$ cat config.mk
export PLATFORM = sky130hd
export DESIGN_NAME = isa_cycle_engine
export DESIGN_NICKNAME = d
export VERILOG_FILES = /design/src/rtl/isa_seq_pkg.sv /design/src/rtl/isa_req_latch.sv /design/src/rtl/isa_read_hold.sv /design/src/rtl/isa_cycle_fsm.sv /design/src/rtl/isa_irq_collector.sv /design/src/rtl/isa_cycle_engine.sv
export SDC_FILE = /design/constraint.sdc
export NUM_CORES = 1
export LEC_CHECK = 0
export BUFFER_PORTS_ARGS = -buffer_cell sky130_fd_sc_hd__buf_2
export CAP_MARGIN = 20
export CORE_MARGIN = 2
export CORE_UTILIZATION = 42
export DETAILED_ROUTE_END_ITERATION = 10
export PLACE_DENSITY = 0.77
export SETUP_SLACK_MARGIN = 0.1
export SLEW_MARGIN = 20
export SYNTH_ARGS = -nofsm -noshare
export SYNTH_HDL_FRONTEND = slang
export SYNTH_SLANG_ARGS = --single-unit
$ cat constraint.sdc
create_clock -name clk -period 1.7 [get_ports clk]
set_input_delay 0.255 -clock clk [delete_from_list [all_inputs] [get_ports clk]]
set_output_delay 0.255 -clock clk [all_outputs]
set_load 0.02 [all_outputs]
$ cat src/rtl/isa_seq_pkg.sv
package isa_seq_pkg;

    typedef enum logic [1:0] {
        ST_IDLE    = 2'b00,
        ST_STROBE  = 2'b01,
        ST_RECOVER = 2'b10,
        ST_SPARE   = 2'b11
    } seq_state_e;

    typedef struct packed {
        logic memr_n;
        logic memw_n;
        logic ior_n;
        logic iow_n;
    } strobe_t;

    typedef struct packed {
        logic rnw;
        logic mem_space;
    } req_t;

    localparam strobe_t STROBE_OFF = 4'b1111;

    // Select the single active-low strobe for a request.
    function automatic strobe_t strobe_decode(input req_t r);
        strobe_t s;
        s        = STROBE_OFF;
        s.memr_n = !(r.rnw && r.mem_space);
        s.ior_n  = !(r.rnw && !r.mem_space);
        s.memw_n = !(!r.rnw && r.mem_space);
        s.iow_n  = !(!r.rnw && !r.mem_space);
        return s;
    endfunction

endpackage

$ cat src/rtl/isa_req_latch.sv
module isa_req_latch
    import isa_seq_pkg::*;
#(
    parameter int DATA_W = 8
) (
    input  logic              clk,
    input  logic              rst,
    input  logic              capture,
    input  req_t              req_in,
    input  logic [DATA_W-1:0] data_in,
    output req_t              req_q,
    output logic [DATA_W-1:0] data_q
);
    always_ff @(posedge clk) begin
        if (rst) begin
            req_q  <= '0;
            data_q <= '0;
        end else if (capture) begin
            req_q  <= req_in;
            data_q <= data_in;
        end
    end
endmodule

$ cat src/rtl/isa_read_hold.sv
module isa_read_hold #(
    parameter int DATA_W = 8
) (
    input  logic              clk,
    input  logic              rst,
    input  logic              load,
    input  logic [DATA_W-1:0] bus_in,
    output logic [DATA_W-1:0] held
);
    always_ff @(posedge clk) begin
        if (rst)       held <= '0;
        else if (load) held <= bus_in;
    end
endmodule

$ cat src/rtl/isa_cycle_fsm.sv
module isa_cycle_fsm
    import isa_seq_pkg::*;
(
    input  logic clk,
    input  logic rst,
    input  logic start,
    input  logic ready,
    output logic active,
    output logic recover,
    output logic done
);
    seq_state_e state_q, state_d;

    always_comb begin
        state_d = state_q;
        unique case (state_q)
            ST_IDLE:    if (start) state_d = ST_STROBE;
            ST_STROBE:  if (ready) state_d = ST_RECOVER;
            ST_RECOVER: state_d = ST_IDLE;
            default:    state_d = ST_IDLE;
        endcase
    end

    always_ff @(posedge clk) begin
        if (rst) state_q <= ST_IDLE;
        else     state_q <= state_d;
    end

    assign active  = (state_q == ST_STROBE);
    assign recover = (state_q == ST_RECOVER);
    assign done    = active && ready;

    // Idle indicator is used by the request latch via top (start/capture).
endmodule

$ cat src/rtl/isa_irq_collector.sv
module isa_irq_collector #(
    parameter int IRQ_N = 6
) (
    input  logic             clk,
    input  logic             rst,
    input  logic [IRQ_N-1:0] irq_lines,
    input  logic             read_clear,
    output logic             irq_n
);
    logic any_q;
    logic any_d;
    logic flag_q;

    assign any_d = |irq_lines;

    // Edge reference follows the merged level even in reset, so a line
    // already high when reset ends does not count as a new edge.
    always_ff @(posedge clk) any_q <= any_d;

    always_ff @(posedge clk) begin
        if (rst)                    flag_q <= 1'b0;
        else if (any_d && !any_q)   flag_q <= 1'b1;
        else if (read_clear)        flag_q <= 1'b0;
    end

    assign irq_n = !flag_q;
endmodule

$ cat src/rtl/isa_cycle_engine.sv
module isa_cycle_engine
    import isa_seq_pkg::*;
#(
    parameter int DATA_W = 8,
    parameter int IRQ_N  = 6
) (
    input  logic              clk,
    input  logic              rst_n_host,
    input  logic              win_sel,
    input  logic              host_sync,
    input  logic              host_rnw,
    input  logic              host_a8,
    input  logic [DATA_W-1:0] host_wdata,
    input  logic              isa_chrdy,
    input  logic [DATA_W-1:0] isa_d_in,
    input  logic [IRQ_N-1:0]  isa_irq,
    output logic              isa_memr_n,
    output logic              isa_memw_n,
    output logic              isa_ior_n,
    output logic              isa_iow_n,
    output logic [DATA_W-1:0] isa_d_out,
    output logic              isa_d_oe,
    output logic [DATA_W-1:0] hold_data,
    output logic              clr_n,
    output logic              host_irq_n,
    output logic              isa_reset
);
    logic    rst;
    logic    active, recover, done, busy;
    req_t    req_in, req_q;
    strobe_t strobes;

    assign rst       = !rst_n_host;
    assign isa_reset = !rst_n_host;

    assign req_in.rnw       = host_rnw;
    assign req_in.mem_space = host_a8;
    assign busy             = active || recover;

    isa_cycle_fsm u_fsm (
        .clk     (clk),
        .rst     (rst),
        .start   (win_sel && host_sync),
        .ready   (isa_chrdy),
        .active  (active),
        .recover (recover),
        .done    (done)
    );

    isa_req_latch #(.DATA_W(DATA_W)) u_req (
        .clk     (clk),
        .rst     (rst),
        .capture (win_sel && !busy),
        .req_in  (req_in),
        .data_in (host_wdata),
        .req_q   (req_q),
        .data_q  (isa_d_out)
    );

    isa_read_hold #(.DATA_W(DATA_W)) u_hold (
        .clk    (clk),
        .rst    (rst),
        .load   (done && req_q.rnw),
        .bus_in (isa_d_in),
        .held   (hold_data)
    );

    isa_irq_collector #(.IRQ_N(IRQ_N)) u_irq (
        .clk        (clk),
        .rst        (rst),
        .irq_lines  (isa_irq),
        .read_clear (!isa_memr_n || !isa_ior_n),
        .irq_n      (host_irq_n)
    );

    assign strobes    = active ? strobe_decode(req_q) : STROBE_OFF;
    assign isa_memr_n = strobes.memr_n;
    assign isa_memw_n = strobes.memw_n;
    assign isa_ior_n  = strobes.ior_n;
    assign isa_iow_n  = strobes.iow_n;
    assign isa_d_oe   = active && !req_q.rnw;
    assign clr_n      = !recover;
endmodule

# Yosys cells after proc, flatten, opt, wreduce, memory -nomap -nowiden
# Index checks and enable logic that the tools add are counted.
# totals
reg_bits	22
latch_bits	0
ramBits	0
romBits	0
input_bits	29
out_inout_bits	24
elab_cells	46
n_memories	0
# classes
add_sub_neg	0
n_mul	0
div	0
n_lt_le_gt_ge	0
eq_ne	4
shifts	0
mux	6
n_bitwise	0
n_reduce_logical	29
# ops
op	count
zero test 1 bit	13
logical AND 1 bit	10
OR reduction 6 bit	1
two-way mux 2 bit	2
two-way mux 4 bit	1
case mux 2 bit (2 select lines)	1
== test 2 x 1 -> 1 bit (second input constant)	1
== test 2 bit (second input constant)	1
zero test 2 bit	1
logical OR 1 bit	2
two-way mux 1 bit	2
!= test 2 x 1 -> 1 bit (second input constant)	1
!= test 2 bit (second input constant)	1
AND reduction 2 bit	1
nonzero test 2 bit	1

# Longest topological paths before layout
# Gate-level depths: netlist (run 1).
# logic_depth
ltp_word	8
ltp_mapped	6
ltp_nobuf	5

# Modules after synthesis
# Synthesis (run 1) repeated with hierarchy kept, for this count alone.
# unflattened
cells_unflattened	86
area_unflattened_um2	873.3
# by_module_without_submodules
mod	n_inst	cells_per_inst	area_per_inst_um2
isa_req_latch	1	32	352.8
isa_read_hold	1	26	285.3
isa_cycle_fsm	1	8	82.6
isa_irq_collector	1	9	82.6
isa_cycle_engine	1	11	70.1

# Worst setup path after synthesis (run 1)
# No wires, ideal clock.
# synth_path
kind	reg2out
from	register u_fsm.state_q[1]
to	output isa_iow_n
arrival_time_ns	1.120
t_required_ns	1.445
path_slack_ns	0.325
stages_incl_launch_ff	5
path_buffers	0
cell_sequence	dfxtp_1 -> inv_1 -> ha_1 -> and2b_1 -> nand2b_1
# synth_via
elab_chain_len	2
# synth_rtl
element	line_no	rtl
start, declared	isa_cycle_fsm.sv:12	seq_state_e state_q, state_d;
start signal, assigned	isa_cycle_fsm.sv:26	else state_q <= state_d;
== test 2 x 1 -> 1 bit	isa_cycle_fsm.sv:29	assign active = (state_q == ST_STROBE);
two-way mux 4 bit	isa_cycle_engine.sv:76	assign strobes = active ? strobe_decode(req_q) : STROBE_OFF;
end, declared	isa_cycle_engine.sv:20	output logic isa_iow_n,
# No other way between the ends.

# Worst setup path after layout (run 1)
# layout_path
from	register u_fsm.state_q[1]
to	output isa_ior_n
# layout_via
elab_chain_len	2
# layout_rtl
element	line_no	rtl
== test 2 x 1 -> 1 bit	isa_cycle_fsm.sv:29	
two-way mux 4 bit	isa_cycle_engine.sv:76	
end, declared	isa_cycle_engine.sv:19	output logic isa_ior_n,
# No other way between the ends.

==> results of run 1 <==
==> state kept, by name (all words and copies together) (netlist names) <==
| signal | flops |
|---|---|
| u_fsm.state_q | 2 |
| u_hold.held | 8 |
| u_irq.any_q | 1 |
| u_irq.flag_q | 1 |
| u_req.data_q | 8 |
| u_req.req_q | 2 |
==> cell type report <==
class	count	area share
Timing Repair Buffer	58	0.2345
Inverter	5	0.01412
Tap cell	28	0.02637
Clock inverter	1	0.02260
Multi-Input combinational cell	74	0.3503
Sequential cell	22	0.3352
Clock buffer	3	0.01695
==> final timing paths <==
check,endpoint,start
max,isa_ior_n,u_fsm.state_q[1]
min reg2reg,u_req.data_q[6],u_req.data_q[6]
min,u_req.data_q[6],host_wdata[6]
max reg2reg,u_req.data_q[3],u_fsm.state_q[1]
==> routing by layer <==
metal  GRT usage  vias up
met1      0.1621      427
li1            -      453
met4      0.1036        0
met3     0.03509        2
met2      0.3485       28
met5           0        -
==> cells in the final DEF, fill, tap and decap left out, types with 2 or more instances in the layout <==
cell,Yosys,layout
a21oi_1,10,10
buf_2,3,51
buf_4,1,6
clkbuf_4,0,3
dfxtp_1,22,20
ha_1,5,4
inv_1,5,4
mux2i_1,10,10
nand2_1,28,28
nand2b_1,2,2
nor2_1,10,10
==> per-stage QoR <==
step                      worst slack, ns    util  hold WS (ns)
final                              0.1477  0.6185        0.1627
after global routing              0.09336  0.6185        0.1609
after CTS                          0.1518  0.6150        0.1577
after detailed placement           0.1968  0.5679        0.4512
after global placement             0.2479  0.5679        0.4380
after floorplan                    0.3248       -        0.3621
==> synth_stat cells <==
library cell	n
ha_1	5
and2b_1	1
nor4_2	1
buf_2	3
or2_2	1
a21oi_2	1
nor2b_1	1
mux2i_1	10
nand3_4	1
a32o_1	1
nand2b_1	2
dfxtp_1	22
nand2_1	28
a21oi_1	10
nor2b_2	1
buf_4	1
nand3_1	1
nor2_1	10
inv_1	5
==> power breakdown <==
group,internal [W],switching (W),total (W)
sequential,0.000592,0.0000559,0.000648
clock,0.000238,0.000157,0.000396
combinational,0.000272,0.000362,0.000634
total,0.00110,0.000575,0.00168
==> kinds of logic after synthesis <==
kind of cell             synth area share
AO/OA/AOI/OAI                     0.07383
flip-flops                         0.4725
adder cells (fa/ha/maj)           0.06711
buffers and inverters             0.04430
AND/OR/NAND/NOR                    0.2349
multiplexers                       0.1074
==> timing repair <==
| action | in CTS | in global routing |
|---|---|---|
| cloned | 0 | 0 |
| setup endpoints to repair | 4 | 1 |
| pin swaps | 0 | 0 |
| buffers inserted | 3 | 1 |
| gates resized for setup | 9 | 0 |
==> worst register-to-register path, cell delays in order (launching register included) <==
cell	delay [ns]
dfxtp_2	0.35
inv_2	0.05
buf_4	0.14
ha_1	0.28
nand2b_1	0.33
nand2_1	0.11
a21oi_1	0.16
==> results.txt, run 1 <==
Startpoint types = flip-flop
Syn_area_per_cell = 8.878 um2
Crit-path max FO = 4
Setup TNS Final = 0 ns
Multi-input gate area = 465.4 um2
WL/cell = 11.83 um
Detail Placement HPWL = 1692 um
Placed Instances = 183
Post-DRT Antenna Nets = 0
Starting Density = 0.4339
Hold Path Depth = 3
Inserted Diodes = 0
Clk_lat worst skew = 0.31 ns
Mapped Area = 932.1 um2
Crit path kind = reg -> out
Fin. Hold Viols = 0
Sequential area share after synthesis = 0.4725
Starting DRT DRC Count = 3
Number of global-route vias before repair = 883
Leakage power = 0.6869 nW
Seq cells post-synth = 22
DR pass1 iterations = 4
Synth top area cells = dfxtp_1 (47%), nand2_1 (11%), mux2i_1 (11%)
Port Buffers = 52
Buf/Inv on CP = 2
Hold/Removal Path Class = in -> reg
Maximum clock rate = 644.2 MHz
Root Driver = clkbuf_4
Crit-path slowest cell = dfxtp_2
Post-synthesis cell count = 105
Max-Cap Viols = 0
Nets = 198
Rows = 17
WP depth = 5
M1 WL = 851 um
Top Layer Used = met4
Critical Path RT = 1.44 ns
Vias per inst = 4.764
Critical path's largest stage delay = 0.34 ns
H-tree levels = 1
FF+latch area = 445.4 um2
Final Wtd Congestion = 0.7364
Cts bufs inserted = 3
Total power draw = 0.001678 W
Design Area, Final = 1329 um2
R2R setup slack = 0.22 ns
Die ar. = 2612 um2
DR WL met3 = 117 um
Routed WL = 2260 um
RSZ-0062 raised after global routing = false
Die X-Extent = 51.11 um
Fin crit period = 1.552 ns
Synth unique cells = 19
Peak supply drop = 0.7227 mV
Worst clock skew = 0.01594 ns
Yosys top cell area share = 0.4725
Synth Warn # = 0
Power per cell area = 1263 nW/um2
Tightest Pin Transition = 0.3660 ns
Sink Count = 22
Layout Cells excl Fill = 191
Total track usage = 0.1763
Hold buffers post-CTS = 0
Critical Path AT = 1.30 ns
Largest net degree at the start of global routing = 19
Clock transition at path regs = 0.13 ns
Top delay family on crit path = flip-flops
Total gr overflow = 0
Via count = 910
Placed Area = 1220 um2
Crit-path cells = inv_2 -> ha_4 -> nand2_1 -> or2_4 -> buf_6
Reg2Reg Depth = 6
Clock buffer depth = 2
# fillers = 201
Core ar. = 2148 um2
Met2 Routed Length = 1276 um
Post-Syn Nets = 139
Final setup vio count = 0
Period utilization = 0.9131
CTS tree = built
Layout cells sized above 1 = 0.4356
Post-route DRC violation count = 0
Initial antenna violation count = 0
Area Overhead vs Synth = 42.55%
IO Count = 53
Outcome = completed
Die height = 51.11 um
Synth area leader = dfxtp_1
Final Max Tran Viols = 0
Slew margin rel. = 0.7560
First-pass GRT wire length = 3408 um
Crit. End Element = output port
No activity file was read; power rests on OpenSTA's default activity.
==> run 2, diff against run 1 <==
--- a/config.mk
+++ b/config.mk
@@ -8,9 +8,11 @@
 export BUFFER_PORTS_ARGS = -buffer_cell sky130_fd_sc_hd__buf_2
 export CAP_MARGIN = 20
 export CORE_MARGIN = 2
-export CORE_UTILIZATION = 42
+export CORE_UTILIZATION = 44
+export CTS_BUF_LIST = sky130_fd_sc_hd__clkbuf_8
 export DETAILED_ROUTE_END_ITERATION = 10
-export PLACE_DENSITY = 0.77
+export MAX_ROUTING_LAYER = met4
+export PLACE_DENSITY = 0.8
 export SETUP_SLACK_MARGIN = 0.1
 export SLEW_MARGIN = 20
 export SYNTH_ARGS = -nofsm -noshare
==> run 2 against run 1 <==
  * Final cell count decreased by 1.6%
  * Via count fell by 1.8%
  * Worst hold slack better by 0.041 ns
  * First-iteration DRC count grew to 2.7 times the previous value
  * Die area shrank 4.2%
  * Setup slack improved by 0.052 ns
  * Largest power group unchanged
==> results.txt, run 2 (synthesis results as in run 1) <==
Outcome = completed (unchanged)
Fin. Hold Viols = 0 (unchanged)
Min-Delay Startpoint = isa_irq[0] (was host_wdata[6])
R2R setup slack = 0.26 ns (was 0.22 ns)
Layout cells sized above 1 = 0.4348 (was 0.4356)
Core ar. = 1982 um2 (was 2148 um2)
Total gr overflow = 0 (unchanged)
Critical path's largest stage delay = 0.39 ns (was 0.34 ns)
Initial antenna violation count = 0 (unchanged)
Detail Placement HPWL = 1610 um (was 1692 um)
CTS tree = built (unchanged)
Crit-path max FO = 4 (unchanged)
Routed WL = 2162 um (was 2260 um)
Clock transition at path regs = 0.07 ns (was 0.13 ns)
Starting DRT DRC Count = 8 (was 3)
Leakage power = 0.6836 nW (was 0.6869 nW)
Area Overhead vs Synth = 42.82% (was 42.55%)
Clock buffer depth = 2 (unchanged)
Die X-Extent = 50.03 um (was 51.11 um)
Slew margin rel. = 0.7688 (was 0.7560)
DR pass1 iterations = 4 (unchanged)
Setup TNS Final = 0 ns (unchanged)
Inserted Diodes = 0 (unchanged)
Buf/Inv on CP = 1 (was 2)
Nets = 196 (was 198)
Most frequent cells in the layout = buf_2 (51), nand2_1 (28), dfxtp_1 (20) (unchanged)
RSZ-0062 raised after global routing = false (unchanged)
Via count = 894 (was 910)
Root Driver = clkbuf_8 (was clkbuf_4)
IO Count = 53 (unchanged)
Cts bufs inserted = 3 (unchanged)
Top delay family on crit path = flip-flops (unchanged)
Placed Instances = 182 (was 183)
Power per cell area = 1313 nW/um2 (was 1263 nW/um2)
Clk_lat worst skew = 0.26 ns (was 0.31 ns)
Die ar. = 2503 um2 (was 2612 um2)
Reg2Reg Depth = 7 (was 6)
Crit-path slowest cell = dfxtp_2 (unchanged)
Period utilization = 0.8823 (was 0.9131)
Placed Area = 1219 um2 (was 1220 um2)
Sink Count = 22 (unchanged)
Largest net degree at the start of global routing = 14 (was 19)
Hold/Removal Path Class = in -> reg (unchanged)
Number of global-route vias before repair = 845 (was 883)
Crit path kind = reg -> out (unchanged)
Hold buffers post-CTS = 0 (unchanged)
Largest registers = u_hold.held x8, u_req.data_q x8 (unchanged)
Most common cell after layout, fill and taps aside = buf_2 (unchanged)
Startpoint types = flip-flop (unchanged)
Vias per inst = 4.755 (was 4.764)
WL/cell = 11.50 um (was 11.83 um)
Crit. End Element = output port (unchanged)
Die height = 50.03 um (was 51.11 um)
Total track usage = 0.1774 (was 0.1763)
Post-DRT Antenna Nets = 0 (unchanged)
Rows = 16 (was 17)
RR Endpoint = u_req.req_q[1] (was u_req.data_q[3])
Tightest Pin Transition = 0.3465 ns (was 0.3660 ns)
Hold Path Sink = u_irq.any_q (was u_req.data_q[6])
Layout Cells excl Fill = 188 (was 191)
Port Buffers = 52 (unchanged)
Post-route DRC violation count = 0 (unchanged)
H-tree levels = 1 (unchanged)
Maximum clock rate = 666.7 MHz (was 644.2 MHz)
Final Wtd Congestion = 0.7831 (was 0.7364)
# fillers = 154 (was 201)
Critical Path RT = 1.44 ns (about the same)
Design Area, Final = 1331 um2 (was 1329 um2)
RR Startpoint = u_fsm.state_q[1] (unchanged)
Fin crit period = 1.500 ns (was 1.552 ns)
Fin util = 0.6717 (was 0.6185)
Peak supply drop = 0.7877 mV (was 0.7227 mV)
Final Max Tran Viols = 0 (unchanged)
Critical Path AT = 1.24 ns (was 1.30 ns)
First-pass GRT wire length = 3394 um (was 3408 um)
Final setup vio count = 0 (unchanged)
Crit-path cells = ha_4 -> nand2_1 -> or2_4 -> buf_6 (was inv_2 -> ha_4 -> nand2_1 -> or2_4 -> buf_6)
Hold Path Depth = 3 (unchanged)
Starting Density = 0.4703 (was 0.4339)
Max-Cap Viols = 0 (unchanged)
Worst clock skew = 0.004980 ns (was 0.01594 ns)
[run 2: cell types whose count changed in the layout (fill, tap and decap cells not counted), sizes merged]
| cell | delta |
|---|---|
| buf | -2 |
[run 2: how the worst max path moves through the flow]
stage	from	endpoint	slack, ns	cells after the start
floorplan	u_fsm.state_q[1]	isa_iow_n	0.32	4
global placement	u_fsm.state_q[1]	isa_ior_n	0.26	5
detailed placement	u_fsm.state_q[1]	isa_ior_n	0.20	5
CTS	u_fsm.state_q[1]	u_req.req_q[1]	0.12	6
global route	u_fsm.state_q[1]	isa_memw_n	0.15	5
finish	u_fsm.state_q[0]	isa_ior_n	0.20	4
[run 2: routing by layer]
| metal | up-vias | track usage | routed length [um] |
|---|---|---|---|
| met3 | 2 | 0.02121 | 124 |
| met2 | 29 | 0.3355 | 1152 |
| met5 | - | - | 0 |
| li1 | 448 | - | - |
| met4 | 0 | 0.06481 | 12 |
| met1 | 415 | 0.1846 | 873 |
[run 2: final cells by class]
class                      instances  area, um2  share of cell area
clock inverter                     1      30.03             0.02256
sequential                        22      442.9              0.3327
timing repair buffer              56      296.5              0.2227
tap                               27      33.78             0.02538
clock buffer                       3      41.29             0.03101
multi-input combinational         74      467.9              0.3515
inverter                           5      18.77             0.01410
[run 2: repair_timing]
action / 4_1_cts / 5_1_grt
buffers inserted: 2 / 0
gates resized for setup: 4 / 5
setup endpoints to repair: 4 / 4
[run 2: per-stage QoR]
stage | power [W] | hold slack [ns] | setup slack [ns]
after floorplan | 0.001041 | 0.3621 | 0.3248
after CTS | 0.001748 | 0.1940 | 0.1167
after detailed placement | 0.001219 | 0.4462 | 0.2007
after global routing | 0.001847 | 0.2136 | 0.1496
final | 0.001748 | 0.2034 | 0.2002
after global placement | 0.001179 | 0.4397 | 0.2570
[run 2: worst min-delay path, stage by stage]
cell     delay, ns
buf_2         0.07
nor2_1        0.03
nand2_1       0.06
[run 2: power by group]
group / internal (W) / total [W] / leakage, nW / switching [W]
Combinational: 0.000263 / 0.000626 / 0.468 / 0.000363
Sequential: 0.000587 / 0.000646 / 0.180 / 0.0000589
Clock: 0.000314 / 0.000476 / 0.0357 / 0.000162
Total: 0.00116 / 0.00175 / 0.684 / 0.000584
